**src/rtl/spi_fm_pkg.sv**
```systemverilog
package spi_fm_pkg;

  localparam int unsigned MAX_BITS = 16;
  localparam int unsigned CODE_W   = 4;
  localparam int unsigned DIV_W    = 8;
  localparam int unsigned NB_W     = $clog2(MAX_BITS) + 1;

  // configuration captured at frame start
  typedef struct packed {
    logic              cpol;
    logic              cpha;
    logic              loopback;
    logic [NB_W-1:0]   nbits;
    logic [DIV_W-2:0]  half_p;
    logic [DIV_W-1:0]  rate;
  } frame_cfg_t;

  // bits per frame from the length code; codes below 3 give the minimum
  function automatic logic [NB_W-1:0] frame_bits(input logic [CODE_W-1:0] code);
    if (code < CODE_W'(3)) frame_bits = NB_W'(4);
    else                   frame_bits = NB_W'(code) + NB_W'(1);
  endfunction

  // half of the even prescaler, never below one cycle
  function automatic logic [DIV_W-2:0] half_prescale(input logic [DIV_W-1:0] ps);
    if (ps[DIV_W-1:1] == '0) half_prescale = (DIV_W-1)'(1);
    else                     half_prescale = ps[DIV_W-1:1];
  endfunction

endpackage

```
**src/rtl/spi_fm_rate.sv**
```systemverilog
module spi_fm_rate #(
  parameter int unsigned DIV_W = 8
) (
  input  logic             clk,
  input  logic             rst,
  input  logic             run,
  input  logic [DIV_W-2:0] half_p,
  input  logic [DIV_W-1:0] rate,
  output logic             edge_tick
);

  logic [DIV_W-2:0] pcnt;
  logic [DIV_W-1:0] dcnt;
  logic             p_wrap;
  logic             d_wrap;

  assign p_wrap    = (pcnt == half_p - (DIV_W-1)'(1));
  assign d_wrap    = (dcnt == rate);
  assign edge_tick = run && p_wrap && d_wrap;

  always_ff @(posedge clk) begin
    if (rst || !run) begin
      pcnt <= '0;
      dcnt <= '0;
    end else if (p_wrap) begin
      pcnt <= '0;
      if (d_wrap) dcnt <= '0;
      else        dcnt <= dcnt + DIV_W'(1);
    end else begin
      pcnt <= pcnt + (DIV_W-1)'(1);
    end
  end

endmodule

```
**src/rtl/spi_fm_seq.sv**
```systemverilog
module spi_fm_seq
  import spi_fm_pkg::*;
#(
  parameter int unsigned DATA_W = MAX_BITS
) (
  input  logic              clk,
  input  logic              rst,
  input  logic              enable,
  input  frame_cfg_t        cfg_now,
  input  logic              tx_empty,
  input  logic [DATA_W-1:0] tx_data,
  input  logic              miso,
  input  logic              edge_tick,
  output logic              active,
  output frame_cfg_t        cfg_lat,
  output logic              tx_pop,
  output logic              rx_push,
  output logic [DATA_W-1:0] rx_data,
  output logic              sclk,
  output logic              mosi,
  output logic              ssel_n,
  output logic              busy
);

  localparam int unsigned IDX_W = $clog2(DATA_W);
  localparam int unsigned EC_W  = NB_W + 1;

  logic [EC_W-1:0]   ecnt;
  logic [EC_W-1:0]   ecnt_nx;
  logic [IDX_W-1:0]  bidx;
  logic [DATA_W-1:0] tword;
  logic [DATA_W-1:0] rsh;
  logic [DATA_W-1:0] rsh_nx;
  logic              rx_in;
  logic              start;
  logic              capture;
  logic              last_edge;
  logic [IDX_W-1:0]  first_idx;

  assign start     = !active && enable && !tx_empty;
  assign ecnt_nx   = ecnt + EC_W'(1);
  assign capture   = ecnt_nx[0] ^ cfg_lat.cpha;
  assign last_edge = edge_tick && (ecnt_nx == {cfg_lat.nbits, 1'b0});
  assign rx_in     = cfg_lat.loopback ? mosi : miso;
  assign rsh_nx    = {rsh[DATA_W-2:0], rx_in};
  assign first_idx = IDX_W'(cfg_now.nbits - NB_W'(1));

  always_ff @(posedge clk) begin
    if (rst) begin
      active  <= 1'b0;
      cfg_lat <= '0;
      tx_pop  <= 1'b0;
      rx_push <= 1'b0;
      rx_data <= '0;
      sclk    <= 1'b0;
      mosi    <= 1'b0;
      ssel_n  <= 1'b1;
      busy    <= 1'b0;
      ecnt    <= '0;
      bidx    <= '0;
      tword   <= '0;
      rsh     <= '0;
    end else begin
      tx_pop  <= 1'b0;
      rx_push <= 1'b0;
      if (!active) begin
        sclk   <= cfg_now.cpol;
        ssel_n <= 1'b1;
        mosi   <= 1'b0;
        if (start) begin
          active  <= 1'b1;
          cfg_lat <= cfg_now;
          tx_pop  <= 1'b1;
          ssel_n  <= 1'b0;
          tword   <= tx_data;
          bidx    <= first_idx;
          mosi    <= tx_data[first_idx];
          ecnt    <= '0;
          rsh     <= '0;
        end
      end else if (edge_tick) begin
        sclk <= ~sclk;
        ecnt <= ecnt_nx;
        if (capture) begin
          rsh <= rsh_nx;
        end else if (ecnt_nx != EC_W'(1) && !last_edge) begin
          bidx <= bidx - IDX_W'(1);
          mosi <= tword[bidx - IDX_W'(1)];
        end
        if (last_edge) begin
          active  <= 1'b0;
          ssel_n  <= 1'b1;
          rx_push <= 1'b1;
          rx_data <= capture ? rsh_nx : rsh;
        end
      end
      busy <= start || (active && !last_edge) || !tx_empty;
    end
  end

endmodule

```
**src/rtl/spi_frame_master.sv**
```systemverilog
module spi_frame_master
  import spi_fm_pkg::*;
#(
  parameter int unsigned DATA_W = MAX_BITS,
  parameter int unsigned LEN_W  = CODE_W,
  parameter int unsigned DW     = DIV_W
) (
  input  logic              clk,
  input  logic              rst,
  input  logic              cfg_enable,
  input  logic [LEN_W-1:0]  cfg_len_code,
  input  logic              cfg_cpol,
  input  logic              cfg_cpha,
  input  logic              cfg_loopback,
  input  logic [DW-1:0]     cfg_prescale,
  input  logic [DW-1:0]     cfg_rate,
  input  logic              tx_empty,
  input  logic [DATA_W-1:0] tx_data,
  output logic              tx_pop,
  output logic              rx_push,
  output logic [DATA_W-1:0] rx_data,
  input  logic              miso,
  output logic              sclk,
  output logic              mosi,
  output logic              ssel_n,
  output logic              busy
);

  frame_cfg_t cfg_now;
  frame_cfg_t cfg_lat;
  logic       active;
  logic       edge_tick;

  always_comb begin
    cfg_now          = '0;
    cfg_now.cpol     = cfg_cpol;
    cfg_now.cpha     = cfg_cpha;
    cfg_now.loopback = cfg_loopback;
    cfg_now.nbits    = frame_bits(CODE_W'(cfg_len_code));
    cfg_now.half_p   = half_prescale(DIV_W'(cfg_prescale));
    cfg_now.rate     = DIV_W'(cfg_rate);
  end

  spi_fm_rate #(.DIV_W(DIV_W)) u_rate (
    .clk       (clk),
    .rst       (rst),
    .run       (active),
    .half_p    (cfg_lat.half_p),
    .rate      (cfg_lat.rate),
    .edge_tick (edge_tick)
  );

  spi_fm_seq #(.DATA_W(DATA_W)) u_seq (
    .clk       (clk),
    .rst       (rst),
    .enable    (cfg_enable),
    .cfg_now   (cfg_now),
    .tx_empty  (tx_empty),
    .tx_data   (tx_data),
    .miso      (miso),
    .edge_tick (edge_tick),
    .active    (active),
    .cfg_lat   (cfg_lat),
    .tx_pop    (tx_pop),
    .rx_push   (rx_push),
    .rx_data   (rx_data),
    .sclk      (sclk),
    .mosi      (mosi),
    .ssel_n    (ssel_n),
    .busy      (busy)
  );

endmodule

```
**config.mk**
```make
export PLATFORM = sky130hd
export DESIGN_NAME = spi_frame_master
export DESIGN_NICKNAME = d
export VERILOG_FILES = /design/src/rtl/spi_fm_pkg.sv /design/src/rtl/spi_fm_rate.sv /design/src/rtl/spi_fm_seq.sv /design/src/rtl/spi_frame_master.sv
export SDC_FILE = /design/constraint.sdc
export NUM_CORES = 1
export LEC_CHECK = 0
export BUFFER_PORTS_ARGS = -buffer_cell sky130_fd_sc_hd__buf_2
export CORE_UTILIZATION = 58
export CTS_CLUSTER_DIAMETER = 80
export DETAILED_ROUTE_END_ITERATION = 10
export GPL_TIMING_DRIVEN = 0
export PLACE_DENSITY = 0.91
export SLEW_MARGIN = 40
export SYNTH_ARGS = -nofsm -noshare
export SYNTH_HDL_FRONTEND = slang
export SYNTH_SLANG_ARGS = --single-unit
```
**constraint.sdc**
```tcl
create_clock -name clk -period 3.7 [get_ports clk]
set_input_delay 0.185 -clock clk [delete_from_list [all_inputs] [get_ports clk]]
set_output_delay 0.185 -clock clk [all_outputs]
set_load 0.01 [all_outputs]
```
After elaboration in Yosys (flattened, before gate mapping)
Index checks and enable logic that the tools add are counted.

Memories kept: 0. Word-level logic and storage cells: 101. Output and inout port bits: 22. Bits in registers: 102. Bits in read-only memories: 0. Bits in latches: 0. RAM bits: 0.

Order comparisons: 3. Shifts and indexed selects: 0. Muxes and demuxes: 36. Multipliers: 0. Reductions and logical operators: 24. $add $sub $neg: 7. Eq/ne operators: 8. Bitwise gates (word level): 4. Divide/modulo/power cells: 0.

Operators with widths (number): $mux W16 (4); $mux W4 (5); $mux W1 (19); $mux W6 (3); $lt A4 B5 Y1 const B (2); $add A8 B1 Y8 const B (1); $bmux W1 S4 (2); $eq A8 B8 Y1 (1); $mux W8 (1); $sub A4 B1 Y4 const B (2); $add A7 B1 Y7 const B (1); $eq A7 B7 Y1 (1); $logic_and A1 B1 Y1 (7); $logic_not A7 Y1 (1); $mux W7 (1); $sub A7 B1 Y7 const B (1); $add A6 B1 Y6 const B (1); $eq A6 B6 Y1 (1); $ne A2 B2 Y1 const B (3); $ne A6 B1 Y1 const B (1); $reduce_and A2 Y1 (3); $reduce_and A3 Y1 (2); $add A4 B1 Y5 const B (1); $mux W5 (1); 10 further kinds (17).

Longest topological paths before layout
Depth after elaboration: 11. Gate-level depth with buffers: 14. Mapped depth without buffers: 12.

Modules after synthesis
A second synthesis with hierarchy kept.

Cell total of the unflattened synthesis: 611. Area total of the unflattened synthesis: 5187.5 um^2.

By module, submodules not included: spi_fm_seq (times used 1, cells an instance 466, area an instance 4022.6 um^2); spi_fm_rate (times used 1, cells an instance 127, area an instance 1064.8 um^2); spi_frame_master (times used 1, cells an instance 18, area an instance 100.1 um^2).

Worst setup path after synthesis
Ideal clock, no wire load.

Path kind: input port to flip-flop. Start point: in cfg_len_code[0]. End point: reg u_seq.mosi. Buffers on the path: 2. Data arrival time: 2.885 ns. Stages: 14. Required time: 3.584 ns. Path slack: 0.699 ns. Cell sequence: ha_1 clkbuf_1 or3_1 and2_1 inv_1 ha_1 buf_2 a21oi_1 a211oi_2 mux2i_1 mux2i_1 a32oi_1 a31oi_1 o211a_1.

Longest elaborated chain between the ends: 7. Elaborated cells between the ends (all ways): 8. Classes of those cells: add/sub: 2; order compare: 1; mux: 5.

Ends and longest elaborated chain: start, declared (line spi_frame_master.sv:11) `input logic [LEN_W-1:0] cfg_len_code,`; $add A4 B1 Y5 / $lt A4 B2 Y1 (equally long branches) (line spi_fm_pkg.sv:21, spi_fm_pkg.sv:20); $mux W5 * (line spi_fm_pkg.sv:20) `if (code < CODE_W'(3)) frame_bits = NB_W'(4);`; $sub A4 B1 Y4 * (line spi_fm_seq.sv:46) `assign first_idx = IDX_W'(cfg_now.nbits - NB_W'(1));`; $bmux W1 S4 * (line spi_fm_seq.sv:77) `mosi <= tx_data[first_idx];`; $mux W1 (not written as such) * (line spi_fm_seq.sv:77); $mux W1 * (line spi_fm_seq.sv:70) `if (start) begin`; $mux W1 * (line spi_fm_seq.sv:66) `if (!active) begin`; end signal, assigned (line spi_fm_seq.sv:77); end signal, assigned (line spi_fm_seq.sv:88) `mosi <= tword[bidx - IDX_W'(1)];`; end, declared (line spi_fm_seq.sv:20) `output logic mosi,`.

Mark *: on every way between the ends. The rest lies on a longest branch, timed or not. The select of a mux whose other input is x is not followed. A chain may end at the register's enable or synchronous reset.

Worst setup path in the final report
Same ends and word-level chain as after synthesis.

==> impl_metrics.prom <==
# TYPE chip_impl_metric gauge
chip_impl_info{name="run_status",value="complete, no violations"} 1
chip_impl_info{name="synth_area_leader_cell",value="sky130_fd_sc_hd__dfxtp_1"} 1
chip_impl_metric{name="detailroute.via_count",unit=""} 4655
chip_impl_metric{name="design.die.area",unit="mm2"} 0.009381
chip_impl_metric{name="hpwl",unit="um"} 9356
chip_impl_info{name="path_class",value="in -> reg"} 1
chip_impl_metric{name="gr-usage-all-layers",unit="%"} 27.39
chip_impl_metric{name="drt_iter0_drc",unit=""} 336
chip_impl_metric{name="grt.overflow.total",unit=""} 0
chip_impl_info{name="yosysMostFrequentCell",value="sky130_fd_sc_hd__nand2_1"} 1
chip_impl_metric{name="clock_tree.buffer_depth",unit=""} 2
chip_impl_metric{name="synth-edff-count",unit=""} 0
chip_impl_info{name="tritoncts",value="built"} 1
chip_impl_metric{name="cts_post_setup_buffers_inserted",unit=""} 0
chip_impl_metric{name="post_layout_minimum_cycle_time",unit="ps"} 3471
chip_impl_metric{name="synthDominantCellAreaShare",unit="%"} 39.13
chip_impl_metric{name="worst_skew_pair.late_latency",unit="ps"} 370
chip_impl_info{name="min_to",value="u_seq.busy"} 1
chip_impl_metric{name="vdd.ir_drop.worst",unit="mV"} 0.2151
chip_impl_metric{name="synth-async-reset-ratio",unit="%"} 0
chip_impl_metric{name="synth_warnings",unit=""} 0
chip_impl_metric{name="place.gp.congestion",unit=""} 0.9155
chip_impl_info{name="postSynth.topFlopCell",value="sky130_fd_sc_hd__dfxtp_1"} 1
chip_impl_metric{name="hold-path-cell-count",unit=""} 2
chip_impl_metric{name="core_region_area",unit="mm2"} 0.008721
chip_impl_metric{name="max_freq",unit="MHz"} 288.1
chip_impl_metric{name="tightest_slew",unit="ps"} 686.0
chip_impl_metric{name="yosys_register_bits",unit=""} 102
chip_impl_metric{name="effective_utilization_at_floorplan",unit="%"} 59.84
chip_impl_info{name="rsz0062_at_grt",value="no"} 1
chip_impl_metric{name="die-width",unit="um"} 96.86
chip_impl_metric{name="clock_skew",unit="ps"} 15.26
chip_impl_metric{name="via_per_inst",unit=""} 5.804
chip_impl_metric{name="routedWlPerCell",unit="um"} 15.59
chip_impl_info{name="worstReg2RegEnd",value="u_seq.rx_data[7]"} 1
chip_impl_metric{name="routed_wirelength",unit="um"} 12510
chip_impl_metric{name="route.antenna.remaining_nets",unit=""} 0
chip_impl_metric{name="seq_total_area_yosys",unit="%"} 39.13
chip_impl_info{name="hp-start",value="tx_empty"} 1
chip_impl_metric{name="antenna_violations_before_repair",unit=""} 0
chip_impl_metric{name="maximum_number_of_pins_on_one_net_before_global_route_repair",unit=""} 18
chip_impl_metric{name="drt_drc_violations_left",unit=""} 0
chip_impl_metric{name="fin_max_slew_vios",unit=""} 0
chip_impl_metric{name="post-route-period-util",unit="%"} 93.80
chip_impl_info{name="cp-start-kind",value="input pin"} 1
chip_impl_metric{name="drt-pass1-iter-count",unit=""} 5
chip_impl_metric{name="report.final.hold_viol_count",unit=""} 0
chip_impl_metric{name="post-route-worst-setup-slack",unit="ps"} 229.5
chip_impl_metric{name="cts_resized",unit=""} 0
chip_impl_metric{name="rows",unit=""} 34
chip_impl_metric{name="finalNetCount",unit=""} 742
chip_impl_metric{name="synthCells",unit=""} 615
chip_impl_metric{name="clk_pin_slew_worst_paths",unit="ps"} 100
chip_impl_metric{name="first_pass_grt_wire_length",unit="um"} 21160
chip_impl_info{name="r2r_start",value="u_seq.cfg_lat[8]"} 1
chip_impl_info{name="most_instantiated_cells_after_synthesis",value="sky130_fd_sc_hd__nand2_1 (105), sky130_fd_sc_hd__dfxtp_1 (102), sky130_fd_sc_hd__a21oi_1 (72)"} 1
chip_impl_metric{name="drv.max_cap_violation_count",unit=""} 0
chip_impl_metric{name="ioPinCount",unit=""} 66
chip_impl_info{name="cp-end-kind",value="flip-flop"} 1
chip_impl_metric{name="rrSetupSlack",unit="ps"} 920
chip_impl_metric{name="share_of_post_route_cells_with_drive_strength_above_1",unit="%"} 16.71
chip_impl_metric{name="crit_arrival",unit="ps"} 3740
chip_impl_metric{name="worst_case_headroom_to_the_max_slew_limit",unit="%"} 54.18
chip_impl_info{name="yosys-top-cells-area",value="sky130_fd_sc_hd__dfxtp_1 (39%), sky130_fd_sc_hd__nand2_1 (7.6%), sky130_fd_sc_hd__a21oi_1 (6.9%)"} 1
chip_impl_metric{name="numClockSinks",unit=""} 102
chip_impl_metric{name="io_buffer_count",unit=""} 64
chip_impl_metric{name="synth_cell_type_count",unit=""} 63
chip_impl_metric{name="postSynthNetCount",unit=""} 667
chip_impl_metric{name="numCtsBuffers",unit=""} 9
chip_impl_metric{name="area_growth",unit="%"} 11.99
chip_impl_metric{name="critPathMaxStageDelay",unit="ps"} 640
chip_impl_metric{name="power.density_cell_area",unit="mW/mm2"} 360.7
chip_impl_metric{name="finalSetupViolations",unit=""} 0
chip_impl_metric{name="avgSynthCellArea",unit="um2"} 8.486
chip_impl_metric{name="cts.htree.levels",unit=""} 3
chip_impl_metric{name="cts_hold_buffers",unit=""} 0
chip_impl_info{name="clockRootBuffer",value="sky130_fd_sc_hd__clkbuf_8"} 1
chip_impl_metric{name="die_y",unit="um"} 96.86
chip_impl_info{name="holdCritPathClass",value="in -> reg"} 1
chip_impl_metric{name="worst_r2r_path_depth",unit=""} 10
chip_impl_info{name="path_cells",value="buf_2, ha_1, clkbuf_1, or3_1, and2_1, inv_1, ha_1, buf_2, a21oi_1, a211oi_2, mux2i_1, mux2i_1, a32oi_1, a31oi_1, o211a_1"} 1
chip_impl_metric{name="crit_fanout",unit=""} 10
chip_impl_metric{name="pre_cts_slack",unit="ps"} -108.6
chip_impl_metric{name="synth.cell_area",unit="mm2"} 0.005219
chip_impl_info{name="slowest_stage_cell_cp",value="sky130_fd_sc_hd__a211oi_2"} 1
chip_impl_metric{name="worstPathRequired",unit="ps"} 3970
chip_impl_metric{name="hold-worst-slack",unit="ps"} 6.579
chip_impl_metric{name="cellLeakagePower",unit="nW"} 2.281
chip_impl_metric{name="finish.utilization",unit="%"} 67.02
chip_impl_metric{name="insertedDiodeCount",unit=""} 0
chip_impl_metric{name="first_global_vias",unit=""} 4577
[per-stage QoR]
stage,instances,TNS [ps],cell area (um2),total power [W]
floorplan,615,0,5219,0.001379
global placement,787,-51.79,5674,0.001464
detailed placement,787,-108.6,5674,0.001477
CTS,802,0,5844,0.002105
global route,802,0,5844,0.002188
finish,802,0,5844,0.002108
[kinds of logic (layout without fill, tap and decap cells)]
family	count (synthesis)	count (layout)	synth area share [%]
muxes	57	57	12.52
DFF	102	102	39.13
adders and majority gates	8	8	1.918
and+or+nand+nor	235	235	21.22
buffers and inverters	53	132	4.340
xor gates and xnor gates	41	41	7.144
AOI/OAI and AO/OA	119	119	13.74
[flip-flops by register name, summed over array words and instances, names as in the netlist, 4 cells and up]
name / count
u_seq.rsh: 16
u_seq.bidx: 4
u_seq.tword: 16
u_rate.dcnt: 8
u_seq.ecnt: 6
u_seq.cfg_lat: 22
u_seq.rx_data: 16
u_rate.pcnt: 7
[metal layers]
layer / vias up / GRT usage (%) / wire length (um) / share of wire, %
met5: - / 0 / 0 / 0
met4: 0 / 8.611 / 298 / 2.4
met3: 30 / 4.913 / 630 / 5.0
met2: 151 / 48.54 / 6280 / 50
met1: 2191 / 33.55 / 5297 / 42
li1: 2283 / - / - / -
[layout by cell type (no fill, tap or decap), drive strengths merged, types with 2 or more instances in the layout]
master   count
nand2      105
dfxtp      102
buf         75
a21oi       73
nor2        55
clkbuf      40
mux2i       36
nand3       28
xnor2       22
xor2        18
mux2        16
inv         16
o21ai       15
ha           8
nand4        7
nor3         6
or3          5
mux4         5
and3         4
nand3b       4
o2111ai      4
a211oi       4
nor4         4
o21a         3
o211a        3
or2          3
and2         2
o31ai        2
and4         2
a211o        2
nor2b        2
a31oi        2
[power breakdown]
part,internal (W),switching (W)
Clock,0.000253,0.000399
Combinational,0.000123,0.000186
Sequential,0.00113,0.0000213
[how the worst max path moves through the flow]
stage,from,endpoint,slack [ps],depth (start not counted)
final,cfg_len_code[0],u_seq.mosi,230,15
after global routing,cfg_len_code[0],u_seq.mosi,50,15
after detailed placement,cfg_len_code[0],u_seq.mosi,-110,15
after CTS,cfg_len_code[0],u_seq.mosi,260,15
after floorplan,cfg_len_code[0],u_seq.mosi,700,14
after global placement,cfg_len_code[0],u_seq.mosi,-50,15
[area by class of cell]
cell class	count	area, um2
inverters	12	45.04
plain buffers	41	181.4
repair buffers	64	320.3
clock buffers	10	127.6
fillers	716	2877
well taps	108	135.1
flip-flops and latches	102	2042
clock inverters	5	42.54
multi-input cells	460	2950
[critical path: cells and delay by family]
kind | cells | cell delay (ps)
adder cells (fa/ha/maj) | 2 | 390
buffers and inverters | 4 | 750
AO/OA/AOI/OAI | 5 | 1370
multiplexers | 2 | 370
AND/OR/NAND/NOR | 2 | 690
No activity file was read; power rests on OpenSTA's default activity.
